`config.mk`:
```
export PLATFORM = sky130hd
export DESIGN_NAME = deser_slip
export DESIGN_NICKNAME = d
export VERILOG_FILES = /design/src/rtl/deser_slip_pkg.sv /design/src/rtl/deser_slip_sync.sv /design/src/rtl/deser_slip_qual.sv /design/src/rtl/deser_slip_pack.sv /design/src/rtl/deser_slip.sv
export SDC_FILE = /design/constraint.sdc
export NUM_CORES = 1
export LEC_CHECK = 0
export ABC_AREA = 1
export BUFFER_PORTS_ARGS = -buffer_cell sky130_fd_sc_hd__clkbuf_2
export CELL_PAD_IN_SITES_DETAIL_PLACEMENT = 1
export CELL_PAD_IN_SITES_GLOBAL_PLACEMENT = 2
export CORE_ASPECT_RATIO = 1.25
export CORE_UTILIZATION = 34
export DETAILED_ROUTE_END_ITERATION = 6
export PLACE_DENSITY = 0.93
export SLEW_MARGIN = 10
export SYNTH_ARGS = -nofsm -noshare
export SYNTH_HDL_FRONTEND = slang
export SYNTH_SLANG_ARGS = --single-unit
```
`constraint.sdc`:
```
create_clock -name clk -period 3.75 [get_ports clk]
set_input_delay 0.75 -clock clk [delete_from_list [all_inputs] [get_ports clk]]
set_output_delay 0.75 -clock clk [all_outputs]
set_load 0.02 [all_outputs]
```
`src/rtl/deser_slip_pkg.sv`:
```
// Package: shared parameters and the rate type for the deserializer.
// Assumes: rate selection is static while data flows.
package deser_slip_pkg;
    typedef enum logic {
        RATE_DOUBLE = 1'b0,
        RATE_SINGLE = 1'b1
    } rate_e;

    localparam int LANES = 2;
endpackage

```
`src/rtl/deser_slip_sync.sv`:
```
// Multi-flop synchronizer for an asynchronous single-bit level.
// Assumes: the input is a level that stays stable for several clocks; it
// runs regardless of clock enable so it never holds a stale sample.
module deser_slip_sync #(
    parameter int STAGES = 2
) (
    input  logic clk,
    input  logic rst_n,
    input  logic async_in,
    output logic sync_out
);
    logic [STAGES-1:0] pipe;

    // Shift the asynchronous level through the flop chain.
    always_ff @(posedge clk) begin
        if (!rst_n) pipe <= '0;
        else        pipe <= {pipe[STAGES-2:0], async_in};
    end

    assign sync_out = pipe[STAGES-1];
endmodule

```
`src/rtl/deser_slip_qual.sv`:
```
// Slip qualifier: measures how long the synchronized request stays high.
// Once the hold reaches the count for the current rate, it arms a one-shot
// discard. It re-arms only after the request has been seen low.
// Assumes: drop_pend is consumed at the next enabled edge.
module deser_slip_qual
    import deser_slip_pkg::*;
#(
    parameter int DBL_HOLD = 2,
    parameter int SGL_HOLD = 3
) (
    input  logic  clk,
    input  logic  rst_n,
    input  logic  en,
    input  rate_e rate,
    input  logic  req_s,
    output logic  drop_pend
);
    localparam int MAX_HOLD = (DBL_HOLD > SGL_HOLD) ? DBL_HOLD : SGL_HOLD;
    localparam int HW       = $clog2(MAX_HOLD + 1);

    logic [HW-1:0] hold;
    logic [HW-1:0] need;
    logic          armed;

    // Required hold length for the current rate.
    always_comb need = (rate == RATE_SINGLE) ? HW'(SGL_HOLD) : HW'(DBL_HOLD);

    // Count the request length, fire once, and wait for release.
    always_ff @(posedge clk) begin
        if (!rst_n) begin
            hold      <= '0;
            armed     <= 1'b1;
            drop_pend <= 1'b0;
        end else if (en) begin
            if (drop_pend) drop_pend <= 1'b0;
            if (!req_s) begin
                hold  <= '0;
                armed <= 1'b1;
            end else if (armed) begin
                if (hold + 1'b1 == need) begin
                    drop_pend <= 1'b1;
                    armed     <= 1'b0;
                    hold      <= '0;
                end else begin
                    hold <= hold + 1'b1;
                end
            end
        end
    end
endmodule

```
`src/rtl/deser_slip_pack.sv`:
```
// Bit packer: places up to LANES bits per cycle into a partial word,
// oldest bit at index 0. It publishes the word when it fills and derives
// the framing clock from the number of bits held.
// Assumes: a drop removes the lane A bit of the same cycle.
module deser_slip_pack
    import deser_slip_pkg::*;
#(
    parameter int WORD_W = 8
) (
    input  logic              clk,
    input  logic              rst_n,
    input  logic              en,
    input  rate_e             rate,
    input  logic              lane_a,
    input  logic              lane_b,
    input  logic              drop,
    output logic [WORD_W-1:0] word_q,
    output logic              vld_q,
    output logic              frame_q
);
    localparam int CW   = $clog2(WORD_W);
    localparam int HALF = WORD_W / 2;

    logic [WORD_W-1:0] acc, acc_n, word_n;
    logic [CW-1:0]     cnt, cnt_n;
    logic              done;
    logic [LANES-1:0]  take, bits;

    // Decide which lanes carry bits this cycle and pack them in order.
    always_comb begin
        bits    = {lane_b, lane_a};
        take[0] = !drop;
        take[1] = (rate == RATE_DOUBLE);
        acc_n   = acc;
        cnt_n   = cnt;
        word_n  = word_q;
        done    = 1'b0;
        for (int i = 0; i < LANES; i++) begin
            if (take[i]) begin
                acc_n[cnt_n] = bits[i];
                if (cnt_n == CW'(WORD_W - 1)) begin
                    word_n = acc_n;
                    done   = 1'b1;
                    acc_n  = '0;
                    cnt_n  = '0;
                end else begin
                    cnt_n = cnt_n + 1'b1;
                end
            end
        end
    end

    // Commit packing state on enabled edges; the strobe drops otherwise.
    always_ff @(posedge clk) begin
        if (!rst_n) begin
            acc     <= '0;
            cnt     <= '0;
            word_q  <= '0;
            vld_q   <= 1'b0;
            frame_q <= 1'b0;
        end else if (en) begin
            acc     <= acc_n;
            cnt     <= cnt_n;
            word_q  <= word_n;
            vld_q   <= done;
            frame_q <= (cnt_n >= CW'(HALF));
        end else begin
            vld_q   <= 1'b0;
        end
    end
endmodule

```
`src/rtl/deser_slip.sv`:
```
// Top of the serial-to-parallel deserializer with bit slip. It chains the
// request synchronizer, the slip qualifier and the bit packer.
// Assumes: rate_sel is static; the lanes are already sampled into clk.
module deser_slip
    import deser_slip_pkg::*;
#(
    parameter int WORD_W   = 8,
    parameter int SYNC_STG = 2,
    parameter int DBL_HOLD = 2,
    parameter int SGL_HOLD = 3
) (
    input  logic              clk,
    input  logic              rst_n,
    input  logic              rate_sel,
    input  logic              lane_a,
    input  logic              lane_b,
    input  logic              slip_req,
    input  logic              clk_en,
    output logic [WORD_W-1:0] word_out,
    output logic              word_vld,
    output logic              frame_clk
);
    rate_e rate;
    logic  req_s;
    logic  drop_pend;

    // Map the mode pin onto the rate type.
    always_comb rate = rate_e'(rate_sel);

    deser_slip_sync #(.STAGES(SYNC_STG)) u_sync (
        .clk      (clk),
        .rst_n    (rst_n),
        .async_in (slip_req),
        .sync_out (req_s)
    );

    deser_slip_qual #(.DBL_HOLD(DBL_HOLD), .SGL_HOLD(SGL_HOLD)) u_qual (
        .clk       (clk),
        .rst_n     (rst_n),
        .en        (clk_en),
        .rate      (rate),
        .req_s     (req_s),
        .drop_pend (drop_pend)
    );

    deser_slip_pack #(.WORD_W(WORD_W)) u_pack (
        .clk     (clk),
        .rst_n   (rst_n),
        .en      (clk_en),
        .rate    (rate),
        .lane_a  (lane_a),
        .lane_b  (lane_b),
        .drop    (drop_pend),
        .word_q  (word_out),
        .vld_q   (word_vld),
        .frame_q (frame_clk)
    );
endmodule

```
==> results of run 1 <==
-- sequential cells by signal (all words and copies together), names as in the netlist --
signal / cells
u_pack.vld_q: 1
u_pack.word_q: 8
u_sync.pipe: 2
u_qual.drop_pend: 1
u_pack.cnt: 3
u_qual.hold: 2
u_qual.armed: 1
u_pack.acc: 8
-- routing by layer --
metal | part of all wire (%) | track usage, % | vias to the layer above
met3 | 3.4 | 1.63 | 4
met2 | 49 | 35.4 | 28
met4 | 0.84 | 4.73 | 0
met5 | 0 | 0 | -
met1 | 47 | 28.0 | 920
li1 | - | - | 990
-- cells in the mapped netlist, types with 2 or more instances --
library cell	instances	area share, %
nand2_1	101	21
nand3_1	45	12
a21oi_1	31	8.4
dfxtp_1	26	28
inv_1	23	4.7
o21ai_0	12	3.3
nor2_1	10	2.0
nand4_1	9	3.1
clkbuf_1	6	1.2
buf_6	3	1.8
ha_1	3	2.0
inv_2	3	0.61
inv_4	3	1.0
a21oi_2	2	0.95
buf_2	2	0.54
buf_4	2	0.81
clkinv_1	2	0.41
nand2_4	2	1.2
nand3_2	2	1.1
nor2_4	2	1.2
o21bai_1	2	0.81
-- kinds of logic (layout without fill, tap and decap cells) --
logic type | Yosys count | count (layout) | synth area share (%)
and+or+nand+nor | 172 | 172 | 41.8
AOI/OAI and AO/OA | 51 | 51 | 15.6
buffers and inverters | 45 | 51 | 11.3
DFF | 26 | 26 | 28.3
adders and majority gates | 3 | 3 | 2.04
xor gates and xnor gates | 2 | 2 | 0.951
-- final timing paths --
path	cells past startpoint	slack, ns	endpoint
worst min-delay path	2	0.44	u_sync.pipe[1]
worst max register to register	12	1.34	u_pack.word_q[4]
worst max-delay path	12	1.34	u_pack.word_q[4]
worst min register to register	2	0.44	u_sync.pipe[1]
-- stage by stage --
| stage | utilization, % | area, um^2 | total power [W] | hold WS (ns) | cells |
|---|---|---|---|---|---|
| final | 38.5 | 1990 | 0.000704 | 0.442 | 367 |
| after global routing | 38.5 | 1990 | 0.000748 | 0.467 | 367 |
| after CTS | 38.5 | 1990 | 0.000711 | 0.445 | 367 |
| after detailed placement | 37.2 | 1910 | 0.000470 | 0.421 | 363 |
| after global placement | 37.2 | 1910 | 0.000468 | 0.406 | 363 |
| after floorplan | - | 1840 | 0.000435 | 0.390 | 299 |
-- worst max-delay path: cells and delay by family (launching register included) --
family                   cells  cell delay, ns
AND/OR/NAND/NOR              7            0.86
adder cells (fa/ha/maj)      2            0.54
flip-flops                   1            0.45
buffers and inverters        2            0.37
AO/OA/AOI/OAI                1            0.06
-- power by group --
| part | total, W | switching [W] | internal, W | leakage [nW] |
|---|---|---|---|---|
| clock network | 0.000240 | 0.0000969 | 0.000143 | 0.0357 |
| logic | 0.000159 | 0.000111 | 0.0000483 | 0.653 |
| registers | 0.000305 | 0.0000165 | 0.000288 | 0.212 |
-- layout make-up --
| class | count | share of cell area, % |
|---|---|---|
| repair buffers | 16 | 4.03 |
| inverters | 31 | 6.24 |
| clock buffers | 3 | 2.08 |
| clock inverters | 1 | 1.51 |
| multi-input cells | 228 | 56.0 |
| flip-flops and latches | 26 | 26.2 |
| well taps | 62 | 3.91 |
==> results.tsv, run 1 <==
metric	value	unit
htreeDepth	1	
hp-class	flop to flop	
numCtsBuffers	3	
track_usage	20.9	%
finalMaxSlewViolations	0	
grt_pass1_vias	1880	
drtPass1Iterations	4	
cts_tree	yes	
final_common_cell	nand2_1	
clock.fmax	0.415	GHz
die_h	84.3	um
finalHoldViolCount	0	
rows	29	
regArea	520	um^2
antenna_cells	0	
post_cts.repair.setup_buffers	0	
drive_gt1_share	12.1	%
path_cells	ha_1 -> nand2_2 -> nand2_1 -> nand2_1 -> nand2_4 -> inv_4 -> ha_1 -> nand3_2 -> inv_1 -> nand3_1 -> nand2_1 -> a21oi_1	
gr-total-overflow	0	
cts_hold_buf	0	
worstPathArrival	2.56	ns
place_ws	1.32	ns
clockRootBuffer	clkbuf_8	
critical_path_class	flop to flop	
cp-startpoint	u_pack.cnt[0]	
cts_buffer_depth	2	
maxCapViolCount	0	
multi_input_area	0.00111	mm^2
grt_start_max_net_pins	24	
vias_per_cell	5.29	
numClockSinks	26	
synth-edff-count	0	
reg2reg_from	u_pack.cnt[0]	
ant_nets	0	
synth_fp_nets	309	
peakVddDrop	0.000190	V
port_buffers	16	
worst_slew_pin_slew	0.715	ns
synth-async-reset-ratio	0	%
synth.distinct_cells	29	
final.setup.worst_slack	1.34	ns
dominantRegCellSynth	dfxtp_1	
num_vias	1942	
cp_slowest_cell	dfxtp_1	
synth_area	0.00184	mm^2
syn_inst	299	
fillers	702	
fin_crit_sh	64.3	%
skew	0.0106	ns
path_clk_slew	0.10	ns
crit_fanout	12	
mostFrequentLayoutCells	101 x nand2_1, 45 x nand3_1, 31 x a21oi_1	
rsz0062_at_grt	false	
pwr_density_cell	355	mW/mm^2
crit_required	3.90	ns
initial_utilization	35.7	%
post-route-min-period	2.41	ns
clkLatencyLatePin	0.28	ns
ios	17	
cts_resized	0	
start_kind	flop	
wire_per_inst	14.6	um
gp_congestion	0.896	
setup_violations	0	
setup_tns	0	ns
drtIter0Drc	106	
syn_avg_cell_area	6.16	um^2
drc_errors	0	
synth_seq_cells	26	
slowest_delay	0.45	ns
outcome	finished clean	
area_growth	7.81	%
die_w	67.8	um
crit_path_end_kind	flop	
leakage	0.901	nW
slew_headroom	52.3	%
yosysWarnings	0	
hp-start	u_sync.pipe[0]	
crit_top_cell	nand2_1	
grt_first_pass_wirelength	9070	um
core	0.00515	mm^2
dp_hpwl	4080	um
die_area	0.00572	mm^2
drt_wl_total	5370	um
antenna_found_initial	0	
seq_area_frac_synth	28.3	%
num-nets-final	316	
Note: power is estimated with default switching activity, not from simulation.
==> inputs of run 2 (changes only) <==
CORE_UTILIZATION = 28   (was 34)
PLACE_DENSITY = 0.83   (was 0.93)
clock period = 2 ns   (was 3.75 ns; I/O delays follow)
==> results.tsv, run 2 (synthesis gave the netlist of run 1 again) <==
metric	value	unit
track_usage	20.1	%
clockRootBuffer	clkbuf_8	
worstPathArrival	2.01	ns
numClockSinks	26	
peakVddDrop	0.000279	V
skew	0.00251	ns
pwr_density_cell	607	mW/mm^2
rows	32	
crit_top_cell	nand2_1	
start_kind	flop	
area_growth	16.6	%
gp_congestion	0.783	
numCtsBuffers	3	
die_h	92.7	um
slew_headroom	60.5	%
multi_input_area	0.00112	mm^2
port_buffers	16	
path_cells	ha_1 -> nand2_2 -> nand2_1 -> nand2_1 -> nand2_4 -> inv_4 -> ha_1 -> nand3_4 -> nand2_1 -> nand2_1 -> a21oi_1 -> a21oi_1	
die_area	0.00691	mm^2
regArea	520	um^2
worst_slew_pin_slew	0.593	ns
initial_utilization	29.5	%
fin_crit_sh	92.4	%
path_clk_slew	0.10	ns
place_inst	402	
post-route-min-period	1.85	ns
core	0.00625	mm^2
clkLatencyLatePin	0.29	ns
gr-usage-met1	24.9	%
cp-startpoint	u_pack.cnt[0]	
cts_hold_buf	0	
die_w	74.5	um
crit_path_end_kind	flop	
drtIter0Drc	95	
worstRegToRegCells	12	
fillers	856	
outcome	finished clean	
wire_per_inst	15.3	um
clock.fmax	0.541	GHz
drt_wl_total	6220	um
crit_required	2.16	ns
grt_start_max_net_pins	23	
htreeDepth	1	
dp_hpwl	4560	um
drtPass1Iterations	4	
reg.largest.list	u_pack.acc (8), u_pack.word_q (8), u_pack.cnt (3)	
finalHoldViolCount	0	
grt.met2_usage	35.0	%
cp_slowest_cell	dfxtp_1	
drc_errors	0	
finalMaxSlewViolations	0	
hp-class	input port to flop	
num_vias	2021	
slowest_delay	0.33	ns
vias_per_cell	4.97	
grt_pass1_vias	2094	
leakage	0.980	nW
setup_violations	0	
antenna_found_initial	0	
drive_gt1_share	17.1	%
cts_tree	yes	
setup_tns	0	ns
final_common_cell	nand2_1	
crit_fanout	11	
critical_path_class	flop to flop	
ios	17	
gr-total-overflow	0	
maxCapViolCount	0	
reg2reg_from	u_pack.cnt[0]	
cts_buffer_depth	2	
grt_first_pass_wirelength	10500	um
num-nets-final	333	
post_layout_nonfiller_instances	407	
cp-endpoint	u_pack.word_q[5]	
top_usage_layer	met2	
ant_nets	0	
gr-usage-met3	1.85	%
reg2reg_slack	0.15	ns
worstReg2RegEnd	u_pack.word_q[5]	
antenna_cells	0	
mostFrequentLayoutCells	101 x nand2_1, 45 x nand3_1, 31 x a21oi_1	
-- run 2: cell count changes in the layout (fill, tap and decap cells not counted) --
cell / previous run / this run
bufinv_16: 1 / 0
nand3_2: 2 / 1
buf_4: 0 / 16
inv_4: 3 / 4
buf_12: 0 / 1
nand3_4: 0 / 1
inv_1: 23 / 22
clkbuf_8: 3 / 4
-- run 2: layer usage --
| metal | wire length, um | vias up |
|---|---|---|
| li1 | - | 1023 |
| met5 | 0 | - |
| met2 | 3150 | 31 |
| met4 | 148 | 0 |
| met1 | 2800 | 953 |
| met3 | 124 | 14 |
-- run 2: worst min-delay path by stage --
| stage | startpoint | endpoint | slack, ns | cells past startpoint |
|---|---|---|---|---|
| floorplan | u_sync.pipe[0] | u_sync.pipe[1] | 0.39 | 2 |
| global placement | u_sync.pipe[0] | u_sync.pipe[1] | 0.44 | 2 |
| detailed placement | u_sync.pipe[0] | u_sync.pipe[1] | 0.43 | 2 |
| CTS | slip_req | u_sync.pipe[0] | 0.29 | 3 |
| global route | slip_req | u_sync.pipe[0] | 0.29 | 3 |
| finish | slip_req | u_sync.pipe[0] | 0.28 | 3 |
-- run 2: worst max-delay path, delay by kind of cell, from the launching register on --
family / cells / cell delay (ns)
simple gates: 7 / 0.72
fa+ha+maj: 2 / 0.41
flops: 1 / 0.33
compound gates: 2 / 0.21
buf+inv: 1 / 0.05
-- run 2: layout make-up --
| class | count | area share (%) |
|---|---|---|
| multi-input cells | 228 | 52.1 |
| flip-flops and latches | 26 | 24.2 |
| repair buffers | 33 | 10.3 |
| inverters | 31 | 5.88 |
| well taps | 85 | 4.95 |
| clock buffers | 4 | 2.56 |
-- run 2: where the power goes --
group	switching, W	leakage [nW]	internal (W)	total (W)
Clock	0.000198	0.0288	0.000177	0.000375
Combinational	0.000244	0.739	0.000128	0.000372
Sequential	0.0000158	0.212	0.000541	0.000557
-- run 2: what timing repair did --
action	in CTS	in global routing
setup buffers	0	1
setup endpoints to repair	0	13
resized for setup	0	3
-- run 2: stage by stage --
stage | setup WS (ns) | area (um^2) | total power (W) | util [%] | hold slack, ns
6_report | 0.152 | 2150 | 0.00130 | 34.4 | 0.285
5_1_grt | -0.0163 | 2150 | 0.00138 | 34.4 | 0.294
4_1_cts | 0.0254 | 2120 | 0.00130 | 33.9 | 0.287
3_5_place_dp | 0.0403 | 2060 | 0.000929 | 33.0 | 0.429
3_3_place_gp | 0.107 | 2060 | 0.000925 | 33.0 | 0.437
2_1_floorplan | 0.145 | 1840 | 0.000817 | - | 0.390
==> inputs of run 3 (changes only) <==
CORE_MARGIN = 2   (was not set)
==> results.tsv, run 3 (synthesis gave the netlist of run 1 again) <==
metric	value	unit
outcome	finished clean	
numCtsBuffers	3	
ios	17	
final_area	0.00213	mm^2
finalPower	0.00125	W
final_common_cell	nand2_1	
worstPathArrival	2.06	ns
path_clk_slew	0.10	ns
hp-class	input port to flop	
reg2reg_slack	0.15	ns
clkLatencyLatePin	0.28	ns
slowest_delay	0.36	ns
drive_gt1_share	17.4	%
area_growth	15.6	%
wire_per_inst	14.9	um
grt_start_max_net_pins	23	
cts_hold_buf	0	
finalMaxSlewViolations	0	
gp_congestion	0.849	
pwr_density_cell	586	mW/mm^2
htreeDepth	1	
cp_slowest_cell	dfxtp_1	
drtIter0Drc	78	
place_inst	404	
crit_top_cell	nand2_1	
worst_slew_pin_slew	0.591	ns
skew	0.00485	ns
mostFrequentLayoutCells	101 x nand2_1, 45 x nand3_1, 30 x a21oi_1	
gr-total-overflow	0	
die_w	76.5	um
num-nets-final	333	
ant_nets	0	
initial_utilization	28.4	%
maxCapViolCount	0	
drtPass1Iterations	4	
post-route-min-period	1.85	ns
rows	33	
crit_required	2.20	ns
leakage	0.964	nW
hold_ws	0.306	ns
critical_path_class	flop to flop	
port_buffers	16	
clockRootBuffer	clkbuf_8	
grt_pass1_vias	2109	
drt_wl_total	6090	um
antenna_cells	0	
num_vias	2016	
rsz0062_at_grt	true	
crit_buf_inv	2	
peakVddDrop	0.000311	V
cts_tree	yes	
core	0.00648	mm^2
die_area	0.00725	mm^2
die_h	94.7	um
crit_path_end_kind	flop	
clock.fmax	0.540	GHz
fin_crit_sh	92.6	%
drc_errors	0	
cts_buffer_depth	2	
numClockSinks	26	
track_usage	17.9	%
antenna_found_initial	0	
grt_first_pass_wirelength	10300	um
setup_tns	0	ns
reg.largest.list	u_pack.acc (8), u_pack.word_q (8), u_pack.cnt (3)	
crit_fanout	4	
start_kind	flop	
finalHoldViolCount	0	
slew_headroom	60.6	%
post_layout_nonfiller_instances	408	
dp_hpwl	4700	um
crit_family	simple AND/OR/NAND/NOR gates	
vias_per_cell	4.94	
path_cells	ha_1 -> nand2_2 -> nand2_1 -> nand2_1 -> nand2_4 -> inv_4 -> ha_2 -> buf_4 -> a21oi_2 -> nand2_1 -> a21oi_1	
setup_violations	0	
post_dp_cell_area	0.00207	mm^2
[run 3: cell types whose count changed in the layout (fill, tap and decap cells not counted), sizes merged]
| cell | delta |
|---|---|
| buf | -1 |
| a21oi | +1 |
| clkbuf | -1 |
[run 3: final cells by class]
cell class	instances	area (um^2)
flip-flops and latches	26	520
inverters	31	124
clock buffers	3	41.3
fillers	871	4350
well taps	87	109
multi-input cells	229	1130
repair buffers	32	200
[run 3: final timing paths]
| kind | from | cells after the start | end |
|---|---|---|---|
| setup reg to reg | u_pack.cnt[0] | 11 | u_pack.acc[6] |
| hold / removal | slip_req | 3 | u_sync.pipe[0] |
| setup / recovery | u_pack.cnt[0] | 11 | u_pack.acc[6] |
| hold reg to reg | u_sync.pipe[0] | 2 | u_sync.pipe[1] |
[run 3: worst min-delay path: cells and delay by family]
family	cells	cell delay, ns
buffers and inverters	2	0.12
and+or+nand+nor	1	0.04
[run 3: per-layer routing]
metal	vias to the layer above	share of wire (%)	track usage [%]	wire, um
li1	1029	-	-	-
met1	952	44	21.7	2690
met2	29	52	34.2	3190
met3	6	1.9	1.53	113
met4	0	1.4	4.55	85
met5	-	0	0	0
[run 3: where the power goes]
| group | switching [W] | internal, W | leakage [nW] |
|---|---|---|---|
| clock network | 0.000181 | 0.000136 | 0.0216 |
| registers | 0.0000166 | 0.000541 | 0.212 |
| logic | 0.000247 | 0.000127 | 0.730 |
[run 3: through the flow]
stage               utilization [%]  setup slack (ns)
detailed placement             31.9            0.0432
global route                   32.9           -0.0336
floorplan                         -             0.145
finish                         32.9             0.148
global placement               31.9             0.135
CTS                            32.5           0.00916
[run 3: timing repair]
action                                  4_1_cts  5_1_grt
endpoints found under the setup margin        0       12
gates resized for setup                       0        4
setup buffers                                 0        0
